File: config.mk
export PLATFORM = sky130hd
export DESIGN_NAME = irq_route_top
export DESIGN_NICKNAME = d
export VERILOG_FILES = /design/src/rtl/irq_route_pkg.sv /design/src/rtl/irq_route_regs.sv /design/src/rtl/irq_level_matrix.sv /design/src/rtl/irq_swizzle.sv /design/src/rtl/irq_route_top.sv
export SDC_FILE = /design/constraint.sdc
export NUM_CORES = 1
export LEC_CHECK = 0
export ABC_AREA = 1
export BUFFER_PORTS_ARGS = -buffer_cell sky130_fd_sc_hd__buf_2
export CAP_MARGIN = 15
export CORE_ASPECT_RATIO = 0.8
export CORE_MARGIN = 2
export CORE_UTILIZATION = 50
export DETAILED_ROUTE_END_ITERATION = 6
export PLACE_DENSITY_LB_ADDON = 0.1
export REMOVE_ABC_BUFFERS = 1
export SLEW_MARGIN = 30
export SYNTH_ARGS = -nofsm -noshare
export SYNTH_HDL_FRONTEND = slang
export SYNTH_HIERARCHICAL = 1
export SYNTH_SLANG_ARGS = --single-unit
File: constraint.sdc
create_clock -name clk -period 5.5 [get_ports clk]
set_input_delay 0.55 -clock clk [delete_from_list [all_inputs] [get_ports clk]]
set_output_delay 0.55 -clock clk [all_outputs]
set_load 0.02 [all_outputs]
File: src/rtl/irq_route_pkg.sv
package irq_route_pkg;

  localparam int ROUTE_W = 8;

  typedef logic [ROUTE_W-1:0] route_t;

  // byte lane that holds a given byte address
  function automatic int lane_of(input int byte_addr, input int nbytes);
    return byte_addr % nbytes;
  endfunction

  // word index that holds a given byte address
  function automatic int word_of(input int byte_addr, input int nbytes);
    return byte_addr / nbytes;
  endfunction

endpackage

File: src/rtl/irq_route_regs.sv
module irq_route_regs
  import irq_route_pkg::*;
#(
  parameter int     NUM_PIRQ   = 4,
  parameter int     ADDR_W     = 8,
  parameter int     DATA_W     = 32,
  parameter int     ROUTE_BASE = 'h60,
  parameter route_t ROUTE_RST  = 8'h80
) (
  input  logic                           clk,
  input  logic                           rst,
  input  logic                           wr_en,
  input  logic [ADDR_W-1:0]              wr_addr,
  input  logic [DATA_W/8-1:0]            wr_be,
  input  logic [DATA_W-1:0]              wr_data,
  output logic [NUM_PIRQ-1:0][ROUTE_W-1:0] route_q,
  output logic [NUM_PIRQ-1:0][ROUTE_W-1:0] route_nx,
  output logic                           route_chg
);

  localparam int NBYTES = DATA_W / 8;
  localparam int LB     = $clog2(NBYTES);
  localparam int WA_W   = ADDR_W - LB;

  logic [NUM_PIRQ-1:0] hit;
  logic [WA_W-1:0]     word_addr;

  assign word_addr = wr_addr[ADDR_W-1:LB];

  for (genvar p = 0; p < NUM_PIRQ; p++) begin : g_route
    localparam int BADDR = ROUTE_BASE + p;
    localparam int LANE  = lane_of(BADDR, NBYTES);
    localparam int WORD  = word_of(BADDR, NBYTES);

    assign hit[p] = wr_en && (word_addr == WA_W'(WORD)) && wr_be[LANE];

    always_comb begin
      route_nx[p] = route_q[p];
      if (hit[p]) route_nx[p] = wr_data[LANE*8 +: 8];
    end

    always_ff @(posedge clk) begin
      if (rst) route_q[p] <= ROUTE_RST;
      else     route_q[p] <= route_nx[p];
    end
  end

  assign route_chg = |hit;


  route_hold_chk: assert property (@(posedge clk) disable iff (rst)
    !wr_en |=> $stable(route_q));

endmodule

File: src/rtl/irq_level_matrix.sv
module irq_level_matrix
  import irq_route_pkg::*;
#(
  parameter int NUM_PIRQ = 4,
  parameter int NUM_IRQ  = 16
) (
  input  logic                             clk,
  input  logic                             rst,
  input  logic [NUM_PIRQ-1:0][ROUTE_W-1:0] route_nx,
  input  logic [NUM_PIRQ-1:0][ROUTE_W-1:0] route_q,
  input  logic                             rebuild,
  input  logic [NUM_PIRQ-1:0]              pirq_in,
  output logic [NUM_IRQ-1:0]               irq_out
);

  localparam int CELLS = NUM_IRQ * NUM_PIRQ;

  logic [CELLS-1:0]   lvl_q;
  logic [CELLS-1:0]   lvl_nx;
  logic [NUM_IRQ-1:0] irq_nx;

  for (genvar i = 0; i < NUM_IRQ; i++) begin : g_irq
    for (genvar p = 0; p < NUM_PIRQ; p++) begin : g_pirq
      localparam int IDX = i * NUM_PIRQ + p;
      logic sel;
      assign sel = (route_nx[p] == ROUTE_W'(i));
      always_comb begin
        if (rebuild)  lvl_nx[IDX] = sel & pirq_in[p];
        else if (sel) lvl_nx[IDX] = pirq_in[p];
        else          lvl_nx[IDX] = lvl_q[IDX];
      end
    end
    assign irq_nx[i] = |lvl_nx[i*NUM_PIRQ +: NUM_PIRQ];
  end

  always_ff @(posedge clk) begin
    if (rst) begin
      lvl_q   <= '0;
      irq_out <= '0;
    end else begin
      lvl_q   <= lvl_nx;
      irq_out <= irq_nx;
    end
  end

  // ---- checks ----
  logic                rst_q;
  logic [NUM_PIRQ-1:0] pirq_q;

  always_ff @(posedge clk) begin
    rst_q  <= rst;
    pirq_q <= pirq_in;
    if (rst_q && !rst) begin

      reset_clear_chk: assert (irq_out == '0 && lvl_q == '0);
    end
  end

  for (genvar p = 0; p < NUM_PIRQ; p++) begin : g_colchk
    logic [NUM_IRQ-1:0] col;
    for (genvar i = 0; i < NUM_IRQ; i++) begin : g_c
      assign col[i] = lvl_q[i*NUM_PIRQ + p];
    end

    detached_col_chk: assert property (@(posedge clk) disable iff (rst)
      (route_q[p] >= ROUTE_W'(NUM_IRQ)) |-> (col == '0));
  end

  for (genvar i = 0; i < NUM_IRQ; i++) begin : g_srcchk
    logic [NUM_PIRQ-1:0] src;
    for (genvar p = 0; p < NUM_PIRQ; p++) begin : g_s
      assign src[p] = (route_q[p] == ROUTE_W'(i)) && pirq_q[p];
    end

    irq_source_chk: assert property (@(posedge clk) disable iff (rst || rst_q)
      irq_out[i] |-> (|src));
  end

endmodule

File: src/rtl/irq_swizzle.sv
module irq_swizzle #(
  parameter int NUM_PIRQ = 4,
  parameter int SLOT_W   = 5
) (
  input  logic                        clk,
  input  logic                        rst,
  input  logic [SLOT_W-1:0]           slot,
  input  logic [$clog2(NUM_PIRQ)-1:0] pin,
  output logic [$clog2(NUM_PIRQ)-1:0] pirq_o
);

  localparam int PW = $clog2(NUM_PIRQ);

  logic [PW-1:0] pirq_nx;

  always_comb begin
    int sum;
    sum     = int'(slot) + int'(pin) + NUM_PIRQ - 1;
    pirq_nx = PW'(sum % NUM_PIRQ);
  end

  always_ff @(posedge clk) begin
    if (rst) pirq_o <= '0;
    else     pirq_o <= pirq_nx;
  end


  slot_one_chk: assert property (@(posedge clk) disable iff (rst)
    (slot == SLOT_W'(1)) |=> (pirq_o == $past(pin)));

endmodule

File: src/rtl/irq_route_top.sv
module irq_route_top
  import irq_route_pkg::*;
#(
  parameter int     NUM_PIRQ   = 4,
  parameter int     NUM_IRQ    = 16,
  parameter int     ADDR_W     = 8,
  parameter int     DATA_W     = 32,
  parameter int     ROUTE_BASE = 'h60,
  parameter route_t ROUTE_RST  = 8'h80,
  parameter int     SLOT_W     = 5
) (
  input  logic                        clk,
  input  logic                        rst,
  input  logic                        wr_en,
  input  logic [ADDR_W-1:0]           wr_addr,
  input  logic [DATA_W/8-1:0]         wr_be,
  input  logic [DATA_W-1:0]           wr_data,
  input  logic [NUM_PIRQ-1:0]         pirq_in,
  output logic [NUM_IRQ-1:0]          irq_out,
  input  logic [SLOT_W-1:0]           sw_slot,
  input  logic [$clog2(NUM_PIRQ)-1:0] sw_pin,
  output logic [$clog2(NUM_PIRQ)-1:0] sw_pirq
);

  logic [NUM_PIRQ-1:0][ROUTE_W-1:0] route_q;
  logic [NUM_PIRQ-1:0][ROUTE_W-1:0] route_nx;
  logic                             route_chg;

  irq_route_regs #(
    .NUM_PIRQ(NUM_PIRQ), .ADDR_W(ADDR_W), .DATA_W(DATA_W),
    .ROUTE_BASE(ROUTE_BASE), .ROUTE_RST(ROUTE_RST)
  ) u_regs (
    .clk(clk), .rst(rst), .wr_en(wr_en), .wr_addr(wr_addr),
    .wr_be(wr_be), .wr_data(wr_data),
    .route_q(route_q), .route_nx(route_nx), .route_chg(route_chg)
  );

  irq_level_matrix #(
    .NUM_PIRQ(NUM_PIRQ), .NUM_IRQ(NUM_IRQ)
  ) u_matrix (
    .clk(clk), .rst(rst), .route_nx(route_nx), .route_q(route_q),
    .rebuild(route_chg), .pirq_in(pirq_in), .irq_out(irq_out)
  );

  irq_swizzle #(
    .NUM_PIRQ(NUM_PIRQ), .SLOT_W(SLOT_W)
  ) u_swz (
    .clk(clk), .rst(rst), .slot(sw_slot), .pin(sw_pin), .pirq_o(sw_pirq)
  );

endmodule

==> flow_summary.json <==
{
  "grt-ovfl-total": 0,
  "post-cts-setup-buffers": 0,
  "die_y_um": 104,
  "hold_viol": 0,
  "die_w_um": 129,
  "synthesis.instances": 1032,
  "clk_latency_ns": 0.41,
  "grt_max_degree": 64,
  "clock_sinks": 114,
  "critical_path_required_ns": 5.78,
  "dr.pass1.iters": 5,
  "vias": 5830,
  "routed_wl_um": 14300,
  "worstRegToRegCells": 12,
  "use_met2": 0.362,
  "dieArea_sq_um": 13300,
  "fillers": 1245,
  "drtIter0Drc": 365,
  "htree_levels": 4,
  "ios": 76,
  "cts-buffers-inserted": 17,
  "post_cts_resized": 0,
  "final_cells": 1247,
  "fmax_ghz": 0.362,
  "remaining_drc_errors": 0,
  "rsz0062_at_grt": "false",
  "cp-start-kind": "input port",
  "cp_max_fo": 36,
  "yosysSeqAreaShare": 0.368,
  "synth_cell_types": 23,
  "syn-cell-area_sq_um": 6200,
  "cts_hold_buffers": 0,
  "cp-end-kind": "register",
  "power.total_uw": 2080,
  "viasPerCell": 4.68,
  "drtAntennaViolNets": 0,
  "gr-usage-met1": 0.317,
  "cap_viol_max_count": 0,
  "wl_per_cell_um": 11.4,
  "dp_cells": 1215,
  "power_density_nw_per_um2": 291,
  "diodes": 0,
  "tightest_slew_ns": 0.669,
  "syn_area_per_cell_sq_um": 6.01,
  "rows": 36,
  "status": "completed",
  "finalSetupTns_ns": 0,
  "min_path_cells": 4,
  "io_buffer_count": 70,
  "area_growth_pct": 15.0,
  "core-area_sq_um": 12200,
  "grt_pass1_wl_um": 24600,
  "grt_antenna_before_repair": 0,
  "cts_tree": "yes",
  "critical_path_class": "in2reg",
  "synth-seq-cells": 114,
  "clkTransAtPathRegs_ns": 0.05,
  "cp.arrival_ns": 3.04,
  "busiest_layer": "met2",
  "met3_usage": 0.0455,
  "period_share": 0.502,
  "hp-class": "in2reg",
  "finalSetupViolations": 0,
  "gp_congestion": 0.868,
  "nets": 1141,
  "power.leakage_uw": 0.00375,
  "min_period_ns": 2.76,
  "peakVddDrop_mv": 0.214,
  "grt.total_usage": 0.229,
  "relSlewSlack": 0.554,
  "initial_utilization": 0.510,
  "root_buffer": "clkbuf_16",
  "slew_viol_final": 0,
  "dp_hpwl_um": 9930,
  "drive_above_1_share": 0.112,
  "finalClockSkew_ns": 0.00459,
  "holdWs_ns": 0.450,
  "first_global_vias": 5405,
  "clockBufferDepth": 2,
  "yosys_warnings": 6
}
metal layers:
layer | up-vias | part of all wire
li1 | 3205 | -
met1 | 2528 | 0.51
met3 | 9 | 0.036
met5 | - | 0
met2 | 88 | 0.45
met4 | 0 | 0.0069
worst max-delay path: stages:
cell	delay, ns
buf_2	0.10
inv_1	0.05
nand2_2	0.08
nor2_8	0.45
nand3_4	0.21
nand4_1	0.55
inv_2	0.40
nand2_1	0.14
nand2_1	0.05
o21ai_0	0.10
nand2_1	0.18
nor2_1	0.12
nor2_1	0.04
registers in the layout (all words and copies together) (netlist names):
register,cells
u_matrix/irq_out,16
u_matrix/lvl_q,64
u_swz/pirq_o,2
u_regs/route_q,32
cell families after synthesis:
logic type               after synthesis  synth area share
buffers and inverters                225             0.155
adder cells (fa/ha/maj)                1           0.00202
AND/OR/NAND/NOR                      641             0.433
AO/OA/AOI/OAI                         51            0.0424
flip-flops                           114             0.368
cell usage in the layout (no fill, tap or decap), drive strengths merged:
| cell | count |
|---|---|
| nand2 | 337 |
| nor2 | 201 |
| inv | 182 |
| dfxtp | 114 |
| buf | 73 |
| nand3 | 68 |
| a21oi | 44 |
| nand4 | 35 |
| clkbuf | 20 |
| clkinv | 9 |
| o21ai | 7 |
| bufinv | 4 |
| ha | 1 |
final cells by class:
type,count,area [sq um],share of cell area
multi-input combinational,693,2970,0.416
tap,152,190,0.0267
inverter,183,687,0.0963
sequential,114,2280,0.320
clock buffer,20,467,0.0655
timing repair buffer,73,375,0.0526
clock inverter,12,160,0.0225
through the flow:
step / util / instance area (sq um) / setup slack, ns
after floorplan: - / 5930 / 2.56
after global placement: 0.534 / 6490 / 2.14
after detailed placement: 0.534 / 6490 / 2.15
after CTS: 0.585 / 7120 / 2.58
after global routing: 0.586 / 7130 / 2.39
final: 0.586 / 7130 / 2.74
synth_stat cells:
cell type,number,area [sq um]
nand3_1,62,310
buf_4,9,67.6
ha_1,1,12.5
clkinv_1,1,3.75
nand2_1,334,1250
o21ai_0,5,25.0
a21oi_1,42,210
buf_6,7,78.8
a21oi_2,2,17.5
inv_1,179,672
nor2_8,2,40.0
nand3_4,4,70.1
nand3_2,2,20.0
nand2_2,3,18.8
dfxtp_1,114,2280
buf_2,14,70.1
clkbuf_1,11,41.3
nor2_1,197,739
inv_2,3,11.3
nor2_2,2,12.5
o21ai_1,2,10.0
nand4_1,35,219
buf_8,1,15.0
worst paths after layout:
check	start	endpoint	slack, ns
hold reg to reg	u_regs/route_q[23]	u_regs/route_q[23]	0.45
hold / removal	sw_slot[1]	u_swz/pirq_o[1]	0.45
setup / recovery	wr_addr[4]	u_matrix/irq_out[9]	2.74
setup reg to reg	u_regs/route_q[28]	u_matrix/irq_out[10]	3.59
power breakdown:
group	switching, uW	internal [uW]	leakage, uW	total [uW]
clock	381	787	0.000319	1170
sequential	0.567	829	0.000919	830
combinational	56.3	23.6	0.00252	79.9
total	437	1640	0.00375	2080
Note: power is estimated with default switching activity, not from simulation.
